--- src/rtl/mstat_pkg.sv ---
package mstat_pkg;

    localparam int STATUS_W = 16;

    // bit positions inside the status word
    localparam int B_BUS_HELD = 10;
    localparam int B_RX_OVF   = 9;
    localparam int B_DONE     = 8;
    localparam int B_DNACK    = 7;
    localparam int B_MBUSY    = 6;
    localparam int B_ARB      = 5;
    localparam int B_ANACK    = 4;
    localparam int B_RXREQ    = 3;
    localparam int B_TXREQ    = 2;

    typedef enum logic {
        BUS_FREE = 1'b0,
        BUS_HELD = 1'b1
    } bus_state_e;

    typedef struct packed {
        logic rx_ovf;
        logic done;
        logic dnack;
        logic mbusy;
        logic arb;
        logic anack;
    } evt_flags_t;

endpackage

--- src/rtl/mstat_bus_monitor.sv ---
module mstat_bus_monitor
    import mstat_pkg::*;
(
    input  logic clk,
    input  logic rst_n,
    input  logic scl_in,
    input  logic sda_in,
    output logic bus_held
);

    localparam int SYNC_N = 2;

    logic [SYNC_N-1:0] scl_sync;
    logic [SYNC_N-1:0] sda_sync;
    logic              sda_prev;
    logic              start_det;
    logic              stop_det;
    bus_state_e        state_q;
    bus_state_e        state_d;

    // synchronizers idle high, matching a released bus
    always_ff @(posedge clk or negedge rst_n) begin
        if (!rst_n) begin
            scl_sync <= '1;
            sda_sync <= '1;
            sda_prev <= 1'b1;
        end else begin
            scl_sync <= {scl_sync[SYNC_N-2:0], scl_in};
            sda_sync <= {sda_sync[SYNC_N-2:0], sda_in};
            sda_prev <= sda_sync[SYNC_N-1];
        end
    end

    assign start_det = scl_sync[SYNC_N-1] &  sda_prev & ~sda_sync[SYNC_N-1];
    assign stop_det  = scl_sync[SYNC_N-1] & ~sda_prev &  sda_sync[SYNC_N-1];

    // state register
    always_ff @(posedge clk or negedge rst_n) begin
        if (!rst_n) state_q <= BUS_FREE;
        else        state_q <= state_d;
    end

    // next state
    always_comb begin
        state_d = state_q;
        unique case (state_q)
            BUS_FREE: if (start_det) state_d = BUS_HELD;
            BUS_HELD: if (stop_det)  state_d = BUS_FREE;
            default:                 state_d = BUS_FREE;
        endcase
    end

    assign bus_held = (state_q == BUS_HELD);

    a_r2_start_holds: assert property (@(posedge clk) disable iff (!rst_n)
        start_det |=> (state_q == BUS_HELD));

    a_r2_stop_frees: assert property (@(posedge clk) disable iff (!rst_n)
        stop_det |=> (state_q == BUS_FREE));

endmodule

--- src/rtl/mstat_event_flags.sv ---
module mstat_event_flags
    import mstat_pkg::*;
(
    input  logic       clk,
    input  logic       rst_n,
    input  logic       eng_done,
    input  logic       done_clr,
    input  logic       eng_addr_nack,
    input  logic       eng_data_nack,
    input  logic       eng_arb_lost,
    input  logic       eng_active,
    input  logic       eng_txn_start,
    input  logic       rx_push,
    input  logic       rx_full,
    output evt_flags_t flags
);

    logic ovf_q, done_q, dnack_q, anack_q, arb_q, active_q;
    logic ovf_evt;

    assign ovf_evt = rx_push & rx_full;

    // set wins over clear for every sticky flag
    always_ff @(posedge clk or negedge rst_n) begin
        if (!rst_n) begin
            ovf_q    <= 1'b0;
            done_q   <= 1'b0;
            dnack_q  <= 1'b0;
            anack_q  <= 1'b0;
            arb_q    <= 1'b0;
            active_q <= 1'b0;
        end else begin
            ovf_q    <= ovf_evt       | (ovf_q   & ~eng_txn_start);
            dnack_q  <= eng_data_nack | (dnack_q & ~eng_txn_start);
            anack_q  <= eng_addr_nack | (anack_q & ~eng_txn_start);
            arb_q    <= eng_arb_lost  | (arb_q   & ~eng_txn_start);
            done_q   <= eng_done      | (done_q  & ~done_clr);
            active_q <= eng_active;
        end
    end

    always_comb begin
        flags.rx_ovf = ovf_q;
        flags.done   = done_q;
        flags.dnack  = dnack_q;
        flags.anack  = anack_q;
        flags.arb    = arb_q;
        flags.mbusy  = active_q & ~arb_q;
    end

    a_r3_ovf_sets: assert property (@(posedge clk) disable iff (!rst_n)
        ovf_evt |=> flags.rx_ovf);

    a_r4_done_holds: assert property (@(posedge clk) disable iff (!rst_n)
        (flags.done && !done_clr) |=> flags.done);

    a_r4_done_clears: assert property (@(posedge clk) disable iff (!rst_n)
        (done_clr && !eng_done) |=> !flags.done);

    a_r6_arb_blocks_busy: assert property (@(posedge clk) disable iff (!rst_n)
        eng_arb_lost |=> !flags.mbusy);

endmodule

--- src/rtl/mstat_fifo_status.sv ---
module mstat_fifo_status #(
    parameter int TX_DEPTH = 2,
    parameter int TXLW     = $clog2(TX_DEPTH + 1)
) (
    input  logic            clk,
    input  logic            rst_n,
    input  logic [TXLW-1:0] tx_level,
    input  logic            tx_addr_wr_sent,
    input  logic            rx_empty,
    output logic            tx_req,
    output logic            rx_req,
    output logic [1:0]      tx_code
);

    localparam logic [TXLW-1:0] LVL_FULL = TXLW'(TX_DEPTH);
    localparam logic [TXLW-1:0] LVL_ONE  = TXLW'(1);

    logic [1:0] code_d;

    always_comb begin
        if (tx_level == '0)            code_d = 2'b00;
        else if (tx_level >= LVL_FULL) code_d = 2'b11;
        else                           code_d = 2'b01;
    end

    always_ff @(posedge clk or negedge rst_n) begin
        if (!rst_n) begin
            tx_req  <= 1'b0;
            rx_req  <= 1'b0;
            tx_code <= 2'b00;
        end else begin
            tx_req  <= (tx_level <= LVL_ONE) & tx_addr_wr_sent;
            rx_req  <= ~rx_empty;
            tx_code <= code_d;
        end
    end

    a_r9_full_code: assert property (@(posedge clk) disable iff (!rst_n)
        (tx_level == LVL_FULL) |=> (tx_code == 2'b11));

    a_r8_no_req_without_addr: assert property (@(posedge clk) disable iff (!rst_n)
        !tx_addr_wr_sent |=> !tx_req);

endmodule

--- src/rtl/i2c_mstat_top.sv ---
module i2c_mstat_top
    import mstat_pkg::*;
#(
    parameter int TX_DEPTH = 2,
    parameter int TXLW     = $clog2(TX_DEPTH + 1)
) (
    input  logic                clk,
    input  logic                rst_n,
    input  logic                scl_in,
    input  logic                sda_in,
    input  logic                eng_done,
    input  logic                eng_addr_nack,
    input  logic                eng_data_nack,
    input  logic                eng_arb_lost,
    input  logic                eng_active,
    input  logic                eng_txn_start,
    input  logic [TXLW-1:0]     tx_level,
    input  logic                tx_addr_wr_sent,
    input  logic                rx_push,
    input  logic                rx_full,
    input  logic                rx_empty,
    input  logic                done_clr,
    input  logic                en_done,
    input  logic                en_nack,
    input  logic                en_arb,
    input  logic                en_rx,
    input  logic                en_tx,
    output logic [STATUS_W-1:0] status_word,
    output logic                irq
);

    logic       bus_held;
    evt_flags_t flags;
    logic       tx_req, rx_req;
    logic [1:0] tx_code;

    mstat_bus_monitor u_bus (
        .clk      (clk),
        .rst_n    (rst_n),
        .scl_in   (scl_in),
        .sda_in   (sda_in),
        .bus_held (bus_held)
    );

    mstat_event_flags u_flags (
        .clk           (clk),
        .rst_n         (rst_n),
        .eng_done      (eng_done),
        .done_clr      (done_clr),
        .eng_addr_nack (eng_addr_nack),
        .eng_data_nack (eng_data_nack),
        .eng_arb_lost  (eng_arb_lost),
        .eng_active    (eng_active),
        .eng_txn_start (eng_txn_start),
        .rx_push       (rx_push),
        .rx_full       (rx_full),
        .flags         (flags)
    );

    mstat_fifo_status #(.TX_DEPTH(TX_DEPTH), .TXLW(TXLW)) u_fifo (
        .clk             (clk),
        .rst_n           (rst_n),
        .tx_level        (tx_level),
        .tx_addr_wr_sent (tx_addr_wr_sent),
        .rx_empty        (rx_empty),
        .tx_req          (tx_req),
        .rx_req          (rx_req),
        .tx_code         (tx_code)
    );

    always_comb begin
        status_word             = '0;
        status_word[B_BUS_HELD] = bus_held;
        status_word[B_RX_OVF]   = flags.rx_ovf;
        status_word[B_DONE]     = flags.done;
        status_word[B_DNACK]    = flags.dnack;
        status_word[B_MBUSY]    = flags.mbusy;
        status_word[B_ARB]      = flags.arb;
        status_word[B_ANACK]    = flags.anack;
        status_word[B_RXREQ]    = rx_req;
        status_word[B_TXREQ]    = tx_req;
        status_word[1:0]        = tx_code;
    end

    assign irq = (en_done & flags.done)
               | (en_nack & (flags.anack | flags.dnack))
               | (en_arb  & flags.arb)
               | (en_rx   & rx_req)
               | (en_tx   & tx_req);

    a_r10_irq_needs_enable: assert property (@(posedge clk) disable iff (!rst_n)
        irq |-> (en_done | en_nack | en_arb | en_rx | en_tx));

    a_r1_reserved_zero: assert property (@(posedge clk) disable iff (!rst_n)
        status_word[STATUS_W-1:11] == '0);

endmodule

--- config.mk ---
export PLATFORM = sky130hd
export DESIGN_NAME = i2c_mstat_top
export DESIGN_NICKNAME = d
export VERILOG_FILES = /design/src/rtl/mstat_pkg.sv /design/src/rtl/mstat_bus_monitor.sv /design/src/rtl/mstat_event_flags.sv /design/src/rtl/mstat_fifo_status.sv /design/src/rtl/i2c_mstat_top.sv
export SDC_FILE = /design/constraint.sdc
export NUM_CORES = 1
export LEC_CHECK = 0
export ABC_AREA = 1
export BUFFER_PORTS_ARGS = -buffer_cell sky130_fd_sc_hd__buf_2
export CAP_MARGIN = 20
export CORE_UTILIZATION = 47
export CTS_BUF_LIST = sky130_fd_sc_hd__clkbuf_4 sky130_fd_sc_hd__clkbuf_8
export DETAILED_ROUTE_END_ITERATION = 8
export PLACE_DENSITY = 0.86
export SLEW_MARGIN = 30
export SYNTH_ARGS = -nofsm -noshare
export SYNTH_HDL_FRONTEND = slang
export SYNTH_SLANG_ARGS = --single-unit
--- constraint.sdc ---
create_clock -name clk -period 1.4 [get_ports clk]
set_input_delay 0.14 -clock clk [delete_from_list [all_inputs] [get_ports clk]]
set_output_delay 0.14 -clock clk [all_outputs]
set_load 0.01 [all_outputs]
==> results by group <==
Pwr
  – Power density cells: 1120 mW/mm²
  – Peak supply drop: 0.000941 V
  – Tot Pwr: 949 µW
  – LEAKAGE: 0.000478 µW

Clock network
  – Skew-Pair Late Insertion Delay: 280 ps
  – CTS buffer count: 3
  – CTS root buffer: clkbuf_4
  – CTS Buffer Depth: 2
  – TritonCTS clock tree: yes
  – H-tree depth: 1
  – Post-CTS setup buffers: 0
  – CTS clock-pin slew for the worst setup and hold paths: 100 ps
  – Clk sink count: 16

Setup path
  – Worst Path Arrival: 1130 ps
  – CP Launch Type: flip-flop
  – CP cell instances: nand2_1 > nand2_1 > nor2_1 > nand2_1 > buf_2
  – Worst-path fanout max: 4
  – Crit path capture type: output pin
  – Worst path max stage delay: 430 ps
  – Crit path top cell by count: nand2_1
  – Crit path required time: 1260 ps
  – R2R cell count: 3
  – Setup CP Type: flip-flop to output pin
  – Worst path slowest cell: dfrtp_1

Placed design
  – Port buffer count: 33
  – Pre-CTS setup slack: 475 ps
  – RePlAce Congestion: 0.629
  – Placed cell area: 754 µm²
  – Dpl cells: 101
  – HPWL Detailed: 895 µm

Final layout
  – Layout Cells excl Fill: 111
  – Fin area: 851 µm²
  – Commonest cells after routing, fill and taps aside: 33 x buf_2, 11 x dfrtp_1, 10 x inv_1
  – Commonest non-fill, non-tap cell in the layout: buf_2
  – Synth-to-Final Area Change: 29.5%
  – Nets: 119
  – Share of layout cells above drive strength 1: 0.448
  – Total inserted antenna cells: 0

Global route
  – Vias in the first global route: 456
  – Total grt overflow: 0
  – Initial antenna violation count: 0
  – Gr usage total: 0.204
  – Largest net degree at the start of global routing: 17
  – Global-route wire length before repair: 1.88 mm

Synth
  – YS warnings: 0
  – Syn Area/Cell: 10.4 µm²
  – Mux cell area share after synthesis: 0
  – Cell count after synthesis: 63
  – Sequential area share after synthesis: 0.619
  – Post-Syn Area: 657 µm²
  – Adder-cell area share of the yosys netlist: 0
  – Post-synthesis simple-gate area fraction: 0.0876
  – Largest family of logic cells by synthesized area: buffers and inverters
  – Compound-cell area share of the yosys netlist: 0.0762
  – Synth unique cells: 13
  – XOR/XNOR Fraction of Synth Area: 0
  – #FFs+latches synth: 16

Outcome
  – Status: complete, no violations

Die
  – IO Count: 39
  – Initial Util: 0.505
  – Core ar.: 0.00130 mm²
  – Die width: 39.4 µm
  – Die area: 0.00155 mm²
  – Number of cell rows: 13
  – DIE HEIGHT: 39.4 µm

Timing
  – Final setup violation count: 0
  – Fin crit period: 1270 ps
  – Final Skew: 0.997 ps
  – Fmax: 0.788 GHz
  – Final setup margin: 131 ps
  – TNS Setup: 0 ps
  – Pins Over Slew Limit: 0
  – Tcrit/Tclk final: 0.907
  – RSZ-0062 raised after global routing: no
  – Final hold vios: 0

Min path
  – Hold depth: 2
  – HP Class: primary input to flip-flop

Job
  – Max Cap Viol: 0

Routing
  – Antenna viol nets, final: 0
  – Routed len/inst: 12.1 µm
  – Met1 WL: 492 µm
  – Routed WL: 1.34 mm
  – TritonRoute pass-1 iters: 4
  – WL met3: 63 µm
  – Met2 wire length: 730 µm
  – DRC viols: 0
  – Routed via count: 497
  – Initial detailed-routing violation count: 4
  – DR vias/cell: 4.48
  – Max Used Layer: met4
-- cell families (layout without fill, tap and decap cells) --
group,Yosys count,count (layout)
AOI/OAI and AO/OA,8,8
buffers and inverters,24,53
DFF,16,16
other,1,5
and+or+nand+nor,14,14
-- final cells by class --
type / count / area [µm²]
inverters: 10 / 37.5
flip-flops and latches: 16 / 407
fillers: 108 / 450
multi-input cells: 27 / 126
clock buffers: 4 / 36.3
repair buffers: 39 / 225
well taps: 15 / 18.8
-- worst paths after layout --
| path | from | slack [ps] | end |
|---|---|---|---|
| max in group asynchronous | rst_n | 810 | u_bus.scl_sync[0]$_DFF_PN1_ |
| setup reg to reg | u_bus.scl_sync[1]$_DFF_PN1_ | 520 | u_bus.bus_held$_DFF_PN0_ |
| hold / removal | done_clr | 40 | u_flags.done_q$_DFF_PN0_ |
| min in group asynchronous | rst_n | 280 | u_flags.ovf_q$_DFF_PN0_ |
| setup / recovery | u_flags.arb_q$_DFF_PN0_ | 130 | irq |
| hold reg to reg | u_bus.sda_sync[0]$_DFF_PN1_ | 360 | u_bus.sda_sync[1]$_DFF_PN1_ |
-- metrics by stage --
stage	utilization	hold WS, ps
finish	0.654	41.5
global route	0.654	28.1
CTS	0.654	34.7
detailed placement	0.580	65.4
global placement	0.580	55.6
floorplan	-	-156
-- critical path, delay by kind of cell (launching register included) --
| family | cells | cell delay [ps] |
|---|---|---|
| flops | 1 | 430 |
| simple gates | 4 | 280 |
| buf+inv | 1 | 130 |
-- metal layers --
layer  up-vias  global-route usage
met4         0               0.198
met1       235               0.209
met3         6              0.0511
met2        23               0.329
met5         -                   0
li1        233                   -
-- flip-flops by register name, indices dropped and copies added (netlist names) --
name and count:
u_bus.scl_sync 2, u_bus.sda_sync 2, u_fifo.tx_code 2, u_bus.bus_held 1, u_bus.sda_prev 1, u_fifo.rx_req 1, u_fifo.tx_req 1, u_flags.active_q 1
u_flags.anack_q 1, u_flags.arb_q 1, u_flags.dnack_q 1, u_flags.done_q 1, u_flags.ovf_q 1
-- cells in the mapped netlist --
library cell / number / share of area
buf_4: 13 / 0.15
clkbuf_1: 1 / 0.0057
conb_1: 1 / 0.0057
dfrtp_1: 11 / 0.42
dfstp_2: 5 / 0.20
inv_1: 10 / 0.057
nand2_1: 8 / 0.046
nand2_2: 1 / 0.0095
nor2_1: 4 / 0.023
o21ai_0: 1 / 0.0076
o21ai_1: 3 / 0.023
o21bai_1: 4 / 0.046
or2_1: 1 / 0.0095
-- where the power goes --
part	internal [µW]	switching (µW)
combinational	63.2	64.9
clock	158	148
sequential	497	17.2
total	719	231
-- repair_timing --
item / CTS / global route
hold buffers: 6 / 0
resized for setup: 0 / 0
hold endpoints to repair: 16 / 0
setup endpoints to repair: 0 / 0
Power figures use the tool's default switching activity.
